==> src/rtl/rlm_pkg.sv <==
package rlm_pkg;

    typedef enum logic [1:0] {
        RING_CYC = 2'd0,
        RING_NEG = 2'd1,
        RING_TRI = 2'd2
    } ring_e;

    typedef enum logic [1:0] {
        PH_IDLE = 2'd0,
        PH_RUN  = 2'd1,
        PH_OUT  = 2'd2
    } phase_e;

endpackage

==> src/rtl/rlm_areg.sv <==
// Shift register for the small operand. Each shift multiplies it by x and
// folds the top coefficient back through the taps of the selected ring.
module rlm_areg
    import rlm_pkg::*;
#(
    parameter int N  = 8,
    parameter int AW = 3,
    parameter int RW = 4
) (
    input  logic                   clk,
    input  logic                   rst_n,
    input  logic                   load_en,
    input  logic [AW-1:0]          load_coef,
    input  logic                   shift_en,
    input  ring_e                  ring,
    output logic [N-1:0][RW-1:0]   a_q
);

    logic [N-1:0][RW-1:0] a_d;
    logic [RW-1:0]        top_coef;

    assign top_coef = a_q[N-1];

    always_comb begin
        a_d = a_q;
        if (load_en) begin
            a_d[0] = RW'($signed(load_coef));
            for (int i = 1; i < N; i++) begin
                a_d[i] = a_q[i-1];
            end
        end else if (shift_en) begin
            for (int i = 1; i < N; i++) begin
                a_d[i] = a_q[i-1];
            end
            case (ring)
                RING_NEG: a_d[0] = RW'(0) - top_coef;
                RING_TRI: begin
                    a_d[0] = top_coef;
                    a_d[1] = a_q[0] + top_coef;
                end
                default:  a_d[0] = top_coef;
            endcase
        end
    end

    always_ff @(posedge clk or negedge rst_n) begin
        if (!rst_n) begin
            a_q <= '0;
        end else begin
            a_q <= a_d;
        end
    end

endmodule

==> src/rtl/rlm_multiples.sv <==
// Shared table of the small multiples of the current b coefficient.
module rlm_multiples #(
    parameter int BW   = 13,
    parameter int AMAX = 2,
    parameter int MW   = 16,
    parameter int NM   = 4 * AMAX + 1
) (
    input  logic signed [BW-1:0] b,
    output logic signed [MW-1:0] mult [NM]
);

    for (genvar k = 0; k < NM; k++) begin : g_mult
        localparam int FACTOR = k - 2 * AMAX;
        assign mult[k] = MW'(FACTOR) * MW'(b);
    end

endmodule

==> src/rtl/rlm_reduce.sv <==
// Readout reducer: maps a signed accumulator value into 0..q-1 with a
// reciprocal estimate, two corrections and a fixed offset removal.
module rlm_reduce #(
    parameter int CW = 20,
    parameter int QW = 13,
    parameter int QA = 3329,
    parameter int QB = 4096
) (
    input  logic [CW-1:0] x,
    input  logic          qsel,
    output logic [QW-1:0] r
);

    localparam int K   = 2 * CW;
    localparam int PW  = CW + K;
    localparam int TW  = CW + QW + 1;
    localparam int RRW = QW + 2;
    localparam longint unsigned RECIP_A = (64'd1 << K) / 64'(QA);
    localparam longint unsigned RECIP_B = (64'd1 << K) / 64'(QB);
    localparam longint unsigned BIAS_A  = (64'd1 << (CW - 1)) % 64'(QA);
    localparam longint unsigned BIAS_B  = (64'd1 << (CW - 1)) % 64'(QB);

    logic [CW-1:0]  u;
    logic [63:0]    recip;
    logic [RRW-1:0] q_cur;
    logic [RRW-1:0] bias;
    logic [PW-1:0]  prod;
    logic [CW-1:0]  quot;
    logic [TW-1:0]  tq;
    logic [TW-1:0]  diff;
    logic [RRW-1:0] r0, r1, r2, rf;

    always_comb begin
        // biasing by 2^(CW-1) turns the signed value into an unsigned one
        u     = {~x[CW-1], x[CW-2:0]};
        recip = qsel ? RECIP_B : RECIP_A;
        q_cur = qsel ? RRW'(QB) : RRW'(QA);
        bias  = qsel ? RRW'(BIAS_B) : RRW'(BIAS_A);
        prod  = PW'(u) * PW'(recip);
        quot  = prod[PW-1:K];
        tq    = TW'(quot) * TW'(q_cur);
        diff  = TW'(u) - tq;
        r0    = diff[RRW-1:0];
        r1    = (r0 >= q_cur) ? r0 - q_cur : r0;
        r2    = (r1 >= q_cur) ? r1 - q_cur : r1;
        rf    = (r2 >= bias) ? r2 - bias : r2 + q_cur - bias;
        r     = rf[QW-1:0];
    end

endmodule

==> src/rtl/ring_lfsr_mul.sv <==
module ring_lfsr_mul
    import rlm_pkg::*;
#(
    parameter int N    = 8,
    parameter int AW   = 3,
    parameter int AMAX = 2,
    parameter int BW   = 13,
    parameter int QW   = 13,
    parameter int QA   = 3329,
    parameter int QB   = 4096
) (
    input  logic                 clk,
    input  logic                 rst_n,
    input  logic [1:0]           ring_sel,
    input  logic                 mod_sel,
    input  logic                 a_load,
    input  logic [AW-1:0]        a_coef,
    input  logic                 start,
    input  logic                 b_valid,
    input  logic signed [BW-1:0] b_coef,
    output logic                 busy,
    output logic                 r_valid,
    output logic [QW-1:0]        r_coef
);

    // stage values reach twice AMAX in the trinomial ring
    localparam int RW   = AW + 1;
    localparam int NM   = 4 * AMAX + 1;
    localparam int MW   = BW + $clog2(2 * AMAX + 1);
    localparam int CW   = MW + $clog2(N) + 1;
    localparam int CNTW = (N > 1) ? $clog2(N) : 1;
    localparam logic [CNTW-1:0] CNT_LAST = CNTW'(N - 1);

    typedef struct packed {
        phase_e                phase;
        logic [CNTW-1:0]       cnt;
        ring_e                 ring;
        logic                  qsel;
        logic [N-1:0][CW-1:0]  c;
        logic                  rv;
        logic [QW-1:0]         rc;
    } state_t;

    state_t st_d, st_q;

    logic                 load_en;
    logic                 shift_en;
    logic [N-1:0][RW-1:0] a_q;
    logic signed [MW-1:0] mult [NM];
    logic signed [CW-1:0] c_sum [N];
    logic [QW-1:0]        red_out;
    logic [QW-1:0]        q_active;

    rlm_areg #(.N(N), .AW(AW), .RW(RW)) u_areg (
        .clk       (clk),
        .rst_n     (rst_n),
        .load_en   (load_en),
        .load_coef (a_coef),
        .shift_en  (shift_en),
        .ring      (st_q.ring),
        .a_q       (a_q)
    );

    rlm_multiples #(.BW(BW), .AMAX(AMAX), .MW(MW), .NM(NM)) u_mult (
        .b    (b_coef),
        .mult (mult)
    );

    rlm_reduce #(.CW(CW), .QW(QW), .QA(QA), .QB(QB)) u_reduce (
        .x    (st_q.c[0]),
        .qsel (st_q.qsel),
        .r    (red_out)
    );

    // one accumulate cell per stage: select a multiple, add it
    for (genvar i = 0; i < N; i++) begin : g_cell
        logic [RW-1:0] sel;
        assign sel      = a_q[i] + RW'(2 * AMAX);
        assign c_sum[i] = $signed(st_q.c[i]) + CW'(mult[sel]);
    end

    always_comb begin
        st_d     = st_q;
        st_d.rv  = 1'b0;
        load_en  = 1'b0;
        shift_en = 1'b0;
        case (st_q.phase)
            PH_IDLE: begin
                if (start) begin
                    st_d.phase = PH_RUN;
                    st_d.cnt   = '0;
                    st_d.ring  = ring_e'(ring_sel);
                    st_d.qsel  = mod_sel;
                    st_d.c     = '0;
                end else begin
                    load_en = a_load;
                end
            end
            PH_RUN: begin
                if (b_valid) begin
                    shift_en = 1'b1;
                    for (int i = 0; i < N; i++) begin
                        st_d.c[i] = c_sum[i];
                    end
                    st_d.cnt = st_q.cnt + 1'b1;
                    if (st_q.cnt == CNT_LAST) begin
                        st_d.phase = PH_OUT;
                        st_d.cnt   = '0;
                    end
                end
            end
            PH_OUT: begin
                st_d.rv = 1'b1;
                st_d.rc = red_out;
                for (int i = 0; i < N - 1; i++) begin
                    st_d.c[i] = st_q.c[i+1];
                end
                st_d.c[N-1] = '0;
                st_d.cnt    = st_q.cnt + 1'b1;
                if (st_q.cnt == CNT_LAST) begin
                    st_d.phase = PH_IDLE;
                    st_d.cnt   = '0;
                end
            end
            default: st_d.phase = PH_IDLE;
        endcase
    end

    always_ff @(posedge clk or negedge rst_n) begin
        if (!rst_n) begin
            st_q <= '{phase: PH_IDLE, ring: RING_CYC, default: '0};
        end else begin
            st_q <= st_d;
        end
    end

    assign busy     = (st_q.phase != PH_IDLE);
    assign r_valid  = st_q.rv;
    assign r_coef   = st_q.rc;
    assign q_active = st_q.qsel ? QW'(QB) : QW'(QA);

endmodule

==> config.mk <==
export PLATFORM = sky130hd
export DESIGN_NAME = ring_lfsr_mul
export DESIGN_NICKNAME = d
export VERILOG_FILES = /design/src/rtl/rlm_pkg.sv /design/src/rtl/rlm_areg.sv /design/src/rtl/rlm_multiples.sv /design/src/rtl/rlm_reduce.sv /design/src/rtl/ring_lfsr_mul.sv
export SDC_FILE = /design/constraint.sdc
export NUM_CORES = 2
export LEC_CHECK = 0
export ABC_AREA = 1
export CORE_ASPECT_RATIO = 1.25
export CORE_MARGIN = 8
export CORE_UTILIZATION = 30
export CTS_BUF_LIST = sky130_fd_sc_hd__clkbuf_4
export DETAILED_ROUTE_END_ITERATION = 10
export DONT_BUFFER_PORTS = 1
export HOLD_SLACK_MARGIN = 0.02
export PLACE_DENSITY_LB_ADDON = 0.1
export SYNTH_ARGS = -nofsm -noshare
export SYNTH_HDL_FRONTEND = slang
export SYNTH_SLANG_ARGS = --single-unit
==> constraint.sdc <==
create_clock -name clk -period 17.1 [get_ports clk]
set_input_delay 0 -clock clk [delete_from_list [all_inputs] [get_ports clk]]
set_output_delay 0 -clock clk [all_outputs]
set_load 0.01 [all_outputs]
==> reports/results.ini <==
[outcome]
status = complete, no violations

[yosys]
synth-seq-area-share_pct = 14.07
yosys.area.top_type = ha_1
ys_ff_latch = 214
yosysTopAreaCellShare_pct = 15.88
synth_mux_area_share_pct = 0
synth.area.top_cells = ha_1, dfrtp_1, fa_1, nand2_1, inv_1
syn-cell-area_um2 = 38050
ys_async_sr_fraction_pct = 100.0
synth_top_family_by_area = adder cells
synth_area_per_cell_um2 = 6.899
synth_cell_types = 63
syn-instance-count = 5515
ys_warn_count = 0
synth_compound_area_share_pct = 22.91
synth_enable_flop_cells = 0
yosys.area_share.adder_pct = 28.67
synth_xor_area_share_pct = 3.453
yosys.area_share.simple_pct = 18.96
yosys_most_used_dff = dfrtp_1
syn_nets = 6265

[timing]
timing.final.crit_share_pct = 91.55
fin_crit_ns = 15.65
rsz0062_at_grt = false
slew_headroom_pct = 13.28
max_freq_mhz = 63.88
setup-violations-final = 0
skew_ns = 0.1160
hold_viol_final = 0
drv_slew = 0
setup_tns_ns = 0
tightest_slew_ns = 1.296

[global_route]
grt_max_degree = 192
antenna_found_initial = 3
grt-ovfl-total = 0
first_global_vias = 38870
grt_pass1_wl_um = 253200
grt_usage_pct = 24.23

[worst_setup_path]
startpoint_type = flip-flop
crit_arrival_ns = 16.51
worst-setup-path-type = flip-flop to flip-flop
slowest_delay_ns = 0.64
regToRegEndpoint = r_coef[7]
crit_path_frequent_cell = inv_1
r2r-start = st_q[174]
critPathSlowestCell = fa_1
critPathCaptureType = flip-flop
worstPathMaxFanout = 24
required_ns = 17.96
worst_r2r_path_depth = 70
reg2reg_slack_ns = 1.45

[drt]
viasPerCell = 5.296
drtPass1Iterations = 6
drt_iter0_drc = 2819
vias = 38350
drtAntennaViolNets = 0
wl_per_cell_um = 23.70
drt_wl_total_um = 171600
drt_drc_violations_left = 0

[worst_hold_path]
min_from = b_coef[7]
whs_endpoint = st_q[22]
hp-class = input pin to flip-flop
hold_depth = 9

[clock_network]
root_buffer = clkbuf_4
cts_setup_buffers = 0
ctsLongestPathBuffers = 3
cts.clk_slew.worst_paths_ns = 0.07
clk_latency_ns = 1.02
cts_tree = done
cts.sinks = 214
cts_buffers = 77
cts.htree.levels = 3

[die]
die_y_um = 414.2
rows = 146
start_util_pct = 30.14
core_um2 = 126200
io_pins = 39
die_width_um = 334.5
dieArea_um2 = 138500

[layout]
nets = 6228
syn2layout_area_growth_pct = 9.175
layout-drive-gt1-share_pct = 5.276

[placement]
gp_congestion = 0.9085
dp_hpwl_um = 127100
io_buffer_count = 0

[run]
maxCapViolCount = 0

cell usage after synthesis (9+ instances only):
library cell and count:
a311oi_1 22, o211ai_1 88, nand4_1 23, xor2_1 111, o21ai_0 606, o21bai_1 44
buf_1 20, fa_1 243, a31oi_1 106, nand2_2 20, nand2_1 983, clkbuf_1 212
inv_1 904, xnor2_1 39, clkinv_1 24, a221oi_1 45, a21o_1 13, nor2_1 382
a21oi_1 387, o32ai_1 21, nand3_2 9, or2_2 10, buf_4 13, inv_2 9
dfrtp_1 214, nand3_1 216, and2_1 15, ha_1 483, nor3_1 45, a211oi_1 30
o22ai_1 88
cell usage in the layout, fill, tap and decap left out, types with 7 or more instances in the layout:
cell	count
nand2_1	983
inv_1	903
o21ai_0	606
ha_1	481
a21oi_1	387
nor2_1	380
fa_1	243
nand3_1	216
dfrtp_1	213
a31oi_1	106
clkbuf_4	101
xor2_1	94
o211ai_1	88
o22ai_1	88
buf_4	75
dlygate4sd3_1	52
clkinv_1	50
a221oi_1	45
nor3_1	45
o21bai_1	44
xnor2_1	35
a211oi_1	30
nand4_1	23
a311oi_1	21
o32ai_1	21
nand2_2	20
xor2_2	17
and2_1	15
a21o_1	13
or2_2	10
nand3_2	9
o21a_1	8
nor2_2	8
nor3b_1	8
a22oi_1	8
inv_2	7
o2bb2ai_1	7
worst max-delay path: cells and delay by family, from the launching register on:
| family | cells | cell delay (ns) |
|---|---|---|
| AO/OA/AOI/OAI | 8 | 1.38 |
| XOR/XNOR | 4 | 1.07 |
| adder cells (fa/ha/maj) | 17 | 7.19 |
| buffers and inverters | 14 | 1.44 |
| flip-flops | 1 | 0.61 |
| AND/OR/NAND/NOR | 27 | 3.84 |
repair_timing:
action                     in CTS  in global routing
hold endpoints to repair      385                  0
hold buffers                   58                  0
gates resized for setup         0                  0
setup endpoints to repair       0                  0
routing by layer:
layer	GRT usage, %	vias to the layer above	share of wire (%)
met2	42.75	1204	49
met3	2.296	407	4.5
met1	27.38	18380	38
met4	16.72	2	8.0
li1	-	18360	-
met5	0	-	0.010
per-stage QoR:
| step | util (%) | worst slack [ns] | cells | hold WS (ns) | cell area [um2] |
|---|---|---|---|---|---|
| detailed placement | 31.63 | 1.488 | 7043 | -0.2823 | 39930 |
| global route | 32.90 | 0.1387 | 7238 | 0.09688 | 41530 |
| finish | 32.91 | 1.446 | 7241 | 0.1175 | 41540 |
| floorplan | - | 2.528 | 5515 | -0.2956 | 38050 |
| global placement | 31.63 | 1.524 | 7043 | -0.2833 | 39930 |
| CTS | 32.90 | 1.499 | 7237 | 0.02013 | 41530 |
logic make-up (layout without fill, tap and decap cells):
| kind of cell | Yosys count | after routing |
|---|---|---|
| AND/OR/NAND/NOR | 1736 | 1736 |
| AO/OA/AOI/OAI | 1501 | 1501 |
| buffers and inverters | 1188 | 1208 |
| adder cells (fa/ha/maj) | 726 | 726 |
| flip-flops | 214 | 214 |
| XOR/XNOR | 150 | 150 |
| other | 0 | 4 |
worst max path at each step:
stage / end / cells after the start / slack [ns] / from
after floorplan: r_coef[2] / 75 / 2.53 / st_q[174]
final: r_coef[7] / 70 / 1.45 / st_q[174]
after global routing: r_coef[10] / 78 / 0.14 / st_q[174]
after CTS: r_coef[7] / 71 / 1.50 / st_q[32]
after global placement: r_coef[3] / 71 / 1.52 / st_q[32]
after detailed placement: r_coef[7] / 71 / 1.49 / st_q[32]
sequential cells by signal (all words and copies together), names as in the netlist:
signal and cells:
r_coef 13, u_areg.a_q 28, u_areg.top_coef 4, r_valid 1, st_q 168
area by class of cell:
type,instances,area [um2]
multi-input combinational,4113,28330
clock buffer,101,758.2
fill,13850,84690
sequential,214,5356
antenna,4,10.01
inverter,938,3530
tap,1702,2130
timing repair buffer,134,1239
clock inverter,35,183.9
Power is not shown: default switching activity piles up to over one toggle a cycle in this logic, so the estimate is an artifact.
